### src/rtl/tpg_pkg.sv
package tpg_pkg;

  typedef enum logic [1:0] {
    CMD_LO  = 2'd0,
    CMD_HI  = 2'd1,
    CMD_MID = 2'd2
  } cmd_e;

  typedef enum logic [3:0] {
    ST_IDLE,
    ST_HS_WAIT,
    ST_HS_DEAD,
    ST_HS_ON,
    ST_LS_WAIT,
    ST_LS_DEAD,
    ST_LS_ON,
    ST_MID_WAIT,
    ST_MID_DEAD,
    ST_DE_BLANK,
    ST_DE_WATCH,
    ST_DE_DONE
  } seq_st_e;

  localparam int TMR_DEAD  = 0;
  localparam int TMR_TOUT  = 1;
  localparam int TMR_BLANK = 2;
  localparam int TMR_COUNT = 3;

  // Three-level code to command; the unused code falls to mid
  function automatic cmd_e decode_pwm(input logic [1:0] code);
    case (code)
      2'b00:   return CMD_LO;
      2'b01:   return CMD_HI;
      default: return CMD_MID;
    endcase
  endfunction

  // Turn-off step that opens the sequence of each command
  function automatic seq_st_e entry_state(input cmd_e c);
    case (c)
      CMD_LO:  return ST_LS_WAIT;
      CMD_HI:  return ST_HS_WAIT;
      default: return ST_MID_WAIT;
    endcase
  endfunction

  function automatic logic is_dead(input seq_st_e s);
    return (s == ST_HS_DEAD) || (s == ST_LS_DEAD) || (s == ST_MID_DEAD);
  endfunction

  function automatic logic ls_on_state(input seq_st_e s);
    return (s == ST_LS_ON) || (s == ST_DE_BLANK) || (s == ST_DE_WATCH);
  endfunction

endpackage

### src/rtl/tpg_timer.sv
module tpg_timer #(
  parameter int unsigned LEN = 4
) (
  input  logic clk,
  input  logic rst_n,
  input  logic load,
  input  logic run,
  output logic expired
);
  localparam int unsigned W = (LEN > 1) ? $clog2(LEN) : 1;
  localparam logic [W-1:0] START = W'(LEN - 1);

  logic [W-1:0] cnt_q;

  always_ff @(posedge clk or negedge rst_n) begin
    if (!rst_n)                       cnt_q <= '0;
    else if (load)                    cnt_q <= START;
    else if (run && (cnt_q != '0))    cnt_q <= cnt_q - W'(1);
  end

  assign expired = (cnt_q == '0);

  AST_TMR_LOAD_ARMS: assert property (@(posedge clk) disable iff (!rst_n)
    load |=> (cnt_q == START));

  AST_TMR_NO_WRAP: assert property (@(posedge clk) disable iff (!rst_n)
    (!load && expired) |=> expired);

endmodule

### src/rtl/tpg_seq_fsm.sv
module tpg_seq_fsm
  import tpg_pkg::*;
(
  input  logic                 clk,
  input  logic                 rst_n,
  input  cmd_e                 cmd,
  input  logic                 en_ok,
  input  logic                 sw_low,
  input  logic                 hs_off_sense,
  input  logic                 ls_off_sense,
  input  logic                 zc_det,
  input  logic [TMR_COUNT-1:0] tmr_done,
  output logic [TMR_COUNT-1:0] tmr_load,
  output logic [TMR_COUNT-1:0] tmr_run,
  output logic                 hs_gate,
  output logic                 ls_gate
);
  seq_st_e state_q, state_n;
  cmd_e    cmd_q;
  logic    hs_q, ls_q;

  // Named events for the assertions
  logic cmd_change;
  logic tout_fire;
  logic ls_path_ready;
  logic zc_release;

  assign cmd_change    = (cmd != cmd_q);
  assign ls_path_ready = sw_low && hs_off_sense;
  assign tout_fire     = (state_q == ST_LS_WAIT) && tmr_done[TMR_TOUT];
  assign zc_release    = (state_q == ST_DE_WATCH) && zc_det;

  always_comb begin
    state_n = state_q;
    if (!en_ok) begin
      state_n = ST_IDLE;
    end else if ((state_q == ST_IDLE) || cmd_change) begin
      state_n = entry_state(cmd);
    end else begin
      case (state_q)
        ST_HS_WAIT:  if (ls_off_sense)          state_n = ST_HS_DEAD;
        ST_HS_DEAD:  if (tmr_done[TMR_DEAD])    state_n = ST_HS_ON;
        ST_LS_WAIT: begin
          if (tout_fire)                        state_n = ST_LS_ON;
          else if (ls_path_ready)               state_n = ST_LS_DEAD;
        end
        ST_LS_DEAD:  if (tmr_done[TMR_DEAD])    state_n = ST_LS_ON;
        ST_MID_WAIT: if (hs_off_sense)          state_n = ST_MID_DEAD;
        ST_MID_DEAD: if (tmr_done[TMR_DEAD])    state_n = ST_DE_BLANK;
        ST_DE_BLANK: if (tmr_done[TMR_BLANK])   state_n = ST_DE_WATCH;
        ST_DE_WATCH: if (zc_release)            state_n = ST_DE_DONE;
        default:                                state_n = state_q;
      endcase
    end
  end

  // Timers are armed on the edge that enters their state
  always_comb begin
    tmr_load[TMR_DEAD]  = is_dead(state_n) && (state_n != state_q);
    tmr_load[TMR_TOUT]  = (state_n == ST_LS_WAIT) && (state_q != ST_LS_WAIT);
    tmr_load[TMR_BLANK] = (state_n == ST_DE_BLANK) && (state_q != ST_DE_BLANK);
    tmr_run[TMR_DEAD]   = is_dead(state_q);
    tmr_run[TMR_TOUT]   = (state_q == ST_LS_WAIT);
    tmr_run[TMR_BLANK]  = (state_q == ST_DE_BLANK);
  end

  always_ff @(posedge clk or negedge rst_n) begin
    if (!rst_n) begin
      state_q <= ST_IDLE;
      cmd_q   <= CMD_LO;
      hs_q    <= 1'b0;
      ls_q    <= 1'b0;
    end else begin
      state_q <= state_n;
      cmd_q   <= cmd;
      hs_q    <= (state_n == ST_HS_ON);
      ls_q    <= ls_on_state(state_n);
    end
  end

  assign hs_gate = hs_q;
  assign ls_gate = ls_q;

  AST_NO_SHOOT_THROUGH: assert property (@(posedge clk) disable iff (!rst_n)
    !(hs_gate && ls_gate));

  AST_HS_AFTER_LS_LOW: assert property (@(posedge clk) disable iff (!rst_n)
    $rose(hs_gate) |-> ($past(!ls_gate) && $past(tmr_done[TMR_DEAD])));

  AST_TIMEOUT_FORCES_LS: assert property (@(posedge clk) disable iff (!rst_n)
    (tout_fire && en_ok && !cmd_change) |=> ls_gate);

  AST_BLANK_HOLDS_LS: assert property (@(posedge clk) disable iff (!rst_n)
    ((state_q == ST_DE_BLANK) && en_ok && !cmd_change) |=> ls_gate);

  AST_ZC_RELEASES: assert property (@(posedge clk) disable iff (!rst_n)
    (zc_release && en_ok && !cmd_change) |=> (!ls_gate && !hs_gate));

  AST_CMD_ABORT: assert property (@(posedge clk) disable iff (!rst_n)
    (cmd_change && en_ok) |=> (!hs_gate && !ls_gate));

endmodule

### src/rtl/tri_pwm_gate_seq.sv
module tri_pwm_gate_seq
  import tpg_pkg::*;
#(
  parameter int unsigned DEAD_CYC  = 8,
  parameter int unsigned TOUT_CYC  = 200,
  parameter int unsigned BLANK_CYC = 40
) (
  input  logic       clk,
  input  logic       rst_n,
  input  logic [1:0] pwm_state,
  input  logic       en_ok,
  input  logic       sw_low,
  input  logic       hs_off_sense,
  input  logic       ls_off_sense,
  input  logic       zc_det,
  output logic       hs_gate,
  output logic       ls_gate
);
  function automatic int unsigned tmr_len(input int idx);
    case (idx)
      TMR_DEAD: return DEAD_CYC;
      TMR_TOUT: return TOUT_CYC;
      default:  return BLANK_CYC;
    endcase
  endfunction

  cmd_e                 cmd;
  logic [TMR_COUNT-1:0] tmr_load;
  logic [TMR_COUNT-1:0] tmr_run;
  logic [TMR_COUNT-1:0] tmr_done;

  assign cmd = decode_pwm(pwm_state);

  for (genvar g = 0; g < TMR_COUNT; g++) begin : g_tmr
    tpg_timer #(.LEN(tmr_len(g))) u_tmr (
      .clk     (clk),
      .rst_n   (rst_n),
      .load    (tmr_load[g]),
      .run     (tmr_run[g]),
      .expired (tmr_done[g])
    );
  end

  tpg_seq_fsm u_fsm (
    .clk          (clk),
    .rst_n        (rst_n),
    .cmd          (cmd),
    .en_ok        (en_ok),
    .sw_low       (sw_low),
    .hs_off_sense (hs_off_sense),
    .ls_off_sense (ls_off_sense),
    .zc_det       (zc_det),
    .tmr_done     (tmr_done),
    .tmr_load     (tmr_load),
    .tmr_run      (tmr_run),
    .hs_gate      (hs_gate),
    .ls_gate      (ls_gate)
  );

  AST_EN_LOW_OFF: assert property (@(posedge clk) disable iff (!rst_n)
    !en_ok |=> (!hs_gate && !ls_gate));

endmodule

### config.mk
export PLATFORM = sky130hd
export DESIGN_NAME = tri_pwm_gate_seq
export DESIGN_NICKNAME = d
export VERILOG_FILES = /design/src/rtl/tpg_pkg.sv /design/src/rtl/tpg_timer.sv /design/src/rtl/tpg_seq_fsm.sv /design/src/rtl/tri_pwm_gate_seq.sv
export SDC_FILE = /design/constraint.sdc
export NUM_CORES = 1
export LEC_CHECK = 0
export CAP_MARGIN = 0
export CORE_MARGIN = 1
export CORE_UTILIZATION = 59
export CTS_BUF_LIST = sky130_fd_sc_hd__clkbuf_8
export CTS_CLUSTER_DIAMETER = 30
export DETAILED_ROUTE_END_ITERATION = 12
export HOLD_SLACK_MARGIN = 0.15
export PLACE_DENSITY = 0.79
export SLEW_MARGIN = 20
export SYNTH_ARGS = -nofsm -noshare
export SYNTH_HDL_FRONTEND = slang
export SYNTH_SLANG_ARGS = --single-unit
### constraint.sdc
create_clock -name clk -period 5.4 [get_ports clk]
set_input_delay 1.08 -clock clk [delete_from_list [all_inputs] [get_ports clk]]
set_output_delay 1.08 -clock clk [all_outputs]
set_load 0.1 [all_outputs]
[After elaboration in Yosys (flattened, before gate mapping)]
Index checks and enable logic that the tools add are counted.
Storage, ports and cells
  register bits after elaboration: 25
  word-level logic and storage cells: 80
Operators by class
  add/subtract/negate cells: 3
  eq/ne operators: 22
  muxes and demuxes: 20
  reduce and logical (&&, ||, !) cells: 28
Operators with widths (count)
  two-way mux 4 bit: 11
  one-hot mux 4 bit (8 select lines): 1
  equality test 4 x 3 -> 1 bit, second input constant: 6
  equality test 4 bit, second input constant: 6
  two-way mux 8 bit: 2
  equality test 4 x 2 -> 1 bit, second input constant: 3
  two-way mux 6 bit: 2
  logical AND 1 bit: 9
  logical NOT 8 bit: 1
  nonzero test 8 bit: 1
  subtractor 8 x 1 -> 8 bit, second input constant: 1
  logical OR 1 bit: 7
  logical NOT 6 bit: 1
  two-way mux 3 bit: 2
  one-hot mux 3 bit (2 select lines): 1
  nonzero test 2 bit: 3
  nonzero test 6 bit: 1
  subtractor 6 x 1 -> 6 bit, second input constant: 1
  equality test 2 x 1 -> 1 bit, second input constant: 2
  equality test 4 x 1 -> 1 bit, second input constant: 1
  logical NOT 2 bit: 2
  logical NOT 4 bit: 1
  != test 4 x 3 -> 1 bit, second input constant: 1
  != test 4 bit: 1
  6 further kinds: 6

[Logic depth before layout (Yosys ltp)]
  depth after elaboration: 11
  gate-level depth with buffers: 11
  depth with buffers taken out: 10

[By module]
A second synthesis with hierarchy kept.
Second synthesis, totals
  cells, all modules: 183
  area, all modules: 1710.4 um^2
By module, submodules not included
  tpg_seq_fsm: times used 1, cells each 79, area an instance 676.9 um^2, seq. area each 200.2 um^2
  tpg_timer at g_tmr[1].u_tmr: times used 1, cells each 47, area an instance 478.0 um^2, seq. area each 200.2 um^2
  tpg_timer at g_tmr[2].u_tmr: times used 1, cells each 37, area an instance 365.4 um^2, seq. area each 150.1 um^2
  tpg_timer at g_tmr[0].u_tmr: times used 1, cells each 18, area an instance 180.2 um^2, seq. area each 75.1 um^2
  tri_pwm_gate_seq: times used 1, cells each 2, area an instance 10.0 um^2, seq. area each 0.0 um^2

[Worst setup path before layout]
OpenSTA, ideal clock, no wires.
  path type: input to register
  start point: input pwm_state[0]
  end point: register g_tmr[2].u_tmr.cnt_q[1]
  library setup time: 124 ps
  arrival time: 2663 ps
  data required time: 5276 ps
  slack: 2614 ps
  stages: 7
  path through: nor4_1 -> o31ai_2 -> o31ai_1 -> or2_1 -> buf_6 -> nor4_4 -> a211o_1
On the way
  word-level cells in the longest chain between the ends: 9
  elaborated cells on any way between the ends: 14
Ends and longest elaborated chain
  start: declaration: line tri_pwm_gate_seq.sv:10  | input logic [1:0] pwm_state,
  equality test 2 x 1 -> 1 bit or logical NOT 2 bit (tied branches): line tpg_pkg.sv:31  | case (code)
  one-hot mux 2 bit (2 select lines) *: line tpg_pkg.sv:31
  equality test 2 x 1 -> 1 bit (tied with other cells): line tpg_pkg.sv:40  | case (c)
  one-hot mux 3 bit (2 select lines) or logical OR 1 bit (tied branches): line tpg_pkg.sv:40, tpg_seq_fsm.sv:37
  two-way mux 4 bit *: line tpg_seq_fsm.sv:37  | end else if ((state_q == ST_IDLE) || cmd_change) begin
  two-way mux 4 bit *: line tpg_seq_fsm.sv:35  | if (!en_ok) begin
  equality test 4 bit *: line tpg_seq_fsm.sv:61  | tmr_load[TMR_BLANK] = (state_n == ST_DE_BLANK) && (state_q != ST_DE_BLANK);
  logical AND 1 bit *: line tpg_seq_fsm.sv:61
  two-way mux 6 bit or nonzero test 2 bit (tied branches)
  end signal: assignment: line tpg_timer.sv:18  | else if (run && (cnt_q != '0)) cnt_q <= cnt_q - W'(1);
  end: declaration: line tpg_timer.sv:13  | logic [W-1:0] cnt_q;
Every way passes the cells marked *; elsewhere a longest branch is shown, timed or not.
A chain may end at the register's enable or synchronous reset.

[Worst setup path after layout]
  start point: input pwm_state[1]
  end point: register g_tmr[2].u_tmr.cnt_q[1]
The elaborated chain is that of the path after synthesis.

==> metrics.yaml <==
cts:
  numCtsBuffers: 3
  cts_hold_buffers: 0
  insertion_delay_ps: 260
  post_cts_resized: 0
  cts_tree: "built"
  path_clk_slew_ps: 80
  clkSinkCount: 25
  root_buffer: "clkbuf_8"
  clockBufferDepth: 2
  cts_setup_buffers: 0
  htree_levels: 1
die:
  rows: 20
  fp.dieW_um: 58.3
  num_io_pins: 11
  initial_core_util_pct: 61.8
  die_height_um: 58.3
  core-area_um2: 3030
  die_area_um2: 3400
placed_design:
  gp_congestion: 0.944
  dp_hpwl_um: 2880
  placement.io_buffers: 10
hold_path:
  hp-class: "register to register"
synth:
  synth_top_area_cell: "dfrtp_1"
  syn_area_per_cell_um2: 9.13
  synth_edf_count: 0
  synth_seq_cells: 25
  synth_cell_types: 60
  ys_seq_area_share_pct: 33.4
  yosys.area_share.adder_pct: 3.34
  syn_nets: 219
  syn-cell-area_um2: 1870
  synth_top_family_by_area: "simple AND/OR/NAND/NOR gates"
  synthTopCellsByCount: "25 x dfrtp_1, 16 x nor2_1, 13 x inv_1, 12 x nand2_1, 12 x xnor2_1"
  async_flop_share_pct: 100
  synth_ff_type: "dfrtp_1"
  netlist_instances: 205
  synth-xor-area-share_pct: 7.95
  synth_top_cell_area_share_pct: 33.4
  synthSimpleGateAreaFrac_pct: 29.3
  synthMuxAreaShare_pct: 1.14
  post-synth-top-count-cell: "dfrtp_1"
  synth-compound-area-share_pct: 19.3
  yosysWarnings: 0
  synthTopCellsByArea: "dfrtp_1 33%, xnor2_1 5.6%, ha_1 3.3%"
routing:
  vias: 1569
  wire_per_inst_um: 15.0
  met1_length_um: 1660
  met3_length_um: 175
  drt_iter0_drc: 266
  drc: 0
  wirelength_um: 3820
  postRouteAntennaNets: 0
  top_layer_used: "met4"
  viasPerCell: 6.18
  dr.pass1.iters: 4
  routed-wl-met2_um: 1950
timing:
  final_hold_viol_count: 0
  rsz0062_at_grt: "false"
  maxSlewViolCount: 0
  whs_ps: 530
  max_slew_margin_pct: 35.1
  finalClockSkew_ps: 7.30
  period_share_pct: 62.8
  tns_ps: 0
  fmax_mhz: 295
  setup_viol: 0
  period_minus_slack_ps: 3390
  max_slew.worst_pin.slew_ps: 970
status:
  outcome: "finished clean"
power_and_ir_drop:
  vdd.ir_drop.worst_mv: 0.252
  pwr-share-comb_pct: 36.3
  power.internal_mw: 0.357
  clkPwrFrac_pct: 18.9
  p_sw_mw: 0.204
  powerDensity_nw_per_um2: 278
  power_leakage_nw: 0.776
  p_sw_share_pct: 36.3
  p_seq_share_pct: 44.8
critical_path:
  r2r_cells: 7
  worstSetupPathType: "input port to register"
  setup.worst_path.start_class: "input port"
  r2r_start: "u_fsm.state_q[2]"
  crit_required_ps: 5550
  startpoint: "pwm_state[1]"
  end_kind: "register"
  timing.rr.end: "g_tmr[1].u_tmr.cnt_q[7]"
  cp_max_fo: 8
  r2r_slack_ps: 2430
  endpoint: "g_tmr[2].u_tmr.cnt_q[1]"
  cp.arrival_ps: 3540
global_route:
  grtUsageTotal_pct: 26.8
  grt_max_degree: 26
  grt.overflow.total: 0
  grt_pass1_wl_um: 7160
  grt_pass1_vias: 1512
  antenna_found_initial: 0
final_layout:
  nFillCells: 240
  finalNetCount: 225
  area_growth_pct: 7.69
  drive_above_1_share_pct: 8.57
  num_antenna_cells: 0
run:
  cap_viol_max_count: 0
## per-stage QoR
stage	setup WS (ps)	util, %	cells	total power [mW]	instance area, um^2
global placement	1890	65.2	250	0.445	1980
global route	1690	66.6	254	0.605	2020
floorplan	2610	-	205	0.411	1870
CTS	2030	66.7	254	0.563	2020
detailed placement	1760	65.2	250	0.458	1980
finish	2010	66.6	254	0.561	2020
## worst min-delay path by stage
stage,startpoint,to,cells past startpoint
final,g_tmr[2].u_tmr.cnt_q[5],g_tmr[2].u_tmr.cnt_q[5],2
after detailed placement,g_tmr[1].u_tmr.cnt_q[1],g_tmr[1].u_tmr.cnt_q[1],2
after global placement,g_tmr[1].u_tmr.cnt_q[1],g_tmr[1].u_tmr.cnt_q[1],2
after CTS,g_tmr[1].u_tmr.cnt_q[1],g_tmr[1].u_tmr.cnt_q[1],2
after global routing,g_tmr[2].u_tmr.cnt_q[5],g_tmr[2].u_tmr.cnt_q[5],2
after floorplan,g_tmr[1].u_tmr.cnt_q[7],g_tmr[1].u_tmr.cnt_q[7],2
## worst max-delay path: stages
cell             delay (ps)
clkdlybuf4s50_1         510
nor4bb_1                480
o31ai_2                 180
o31ai_1                 570
or2_1                   340
nor4_4                  100
a211o_1                 270
## state kept, by name (all words and copies together), names as in the netlist
register / flops
u_fsm.state_q: 4
u_fsm.hs_gate: 1
g_tmr.u_tmr.cnt_q: 17
u_fsm.ls_gate: 1
u_fsm.cmd_q: 2
## metal layers
layer | vias up | global-route usage (%)
li1 | 772 | -
met1 | 748 | 37.8
met2 | 45 | 45.2
met3 | 4 | 2.64
met4 | 0 | 5.78
met5 | - | 0
## layout make-up
type | count | area [um^2] | share of cell area, %
clock buffer | 3 | 41.3 | 2.05
inverter | 14 | 52.6 | 2.61
sequential | 25 | 626 | 31.0
clock inverter | 1 | 3.75 | 0.186
tap | 44 | 55.1 | 2.73
timing repair buffer | 10 | 95.1 | 4.72
multi-input combinational | 157 | 1140 | 56.7
## logic make-up after synthesis
logic type      count (synthesis)
flops                          25
buf+inv                        23
simple gates                   85
fa+ha+maj                       5
xor+xnor                       17
mux                             2
compound gates                 48
## placed cells by master (no fill, tap or decap), types with 3 or more instances in the layout
cell type         n
dfrtp_1          25
nor2_1           16
inv_1            14
nand2_1          12
xnor2_1          12
nand2b_1          9
clkdlybuf4s50_1   9
o21ai_0           8
or3_1             7
nor4_1            6
a31oi_1           6
nor3_1            5
a21oi_1           5
xor2_1            5
ha_1              5
o22ai_1           4
and3b_1           3
or3b_1            3
clkbuf_8          3
## power groups by stage
| stage | Sequential (mW) | Combinational (mW) | Clock [mW] |
|---|---|---|---|
| floorplan | 0.242 | 0.169 | 0 |
| global placement | 0.252 | 0.192 | 0 |
| detailed placement | 0.254 | 0.203 | 0 |
| CTS | 0.251 | 0.205 | 0.107 |
| global route | 0.257 | 0.233 | 0.115 |
| finish | 0.251 | 0.204 | 0.106 |
(Power assumes the default switching activity.)
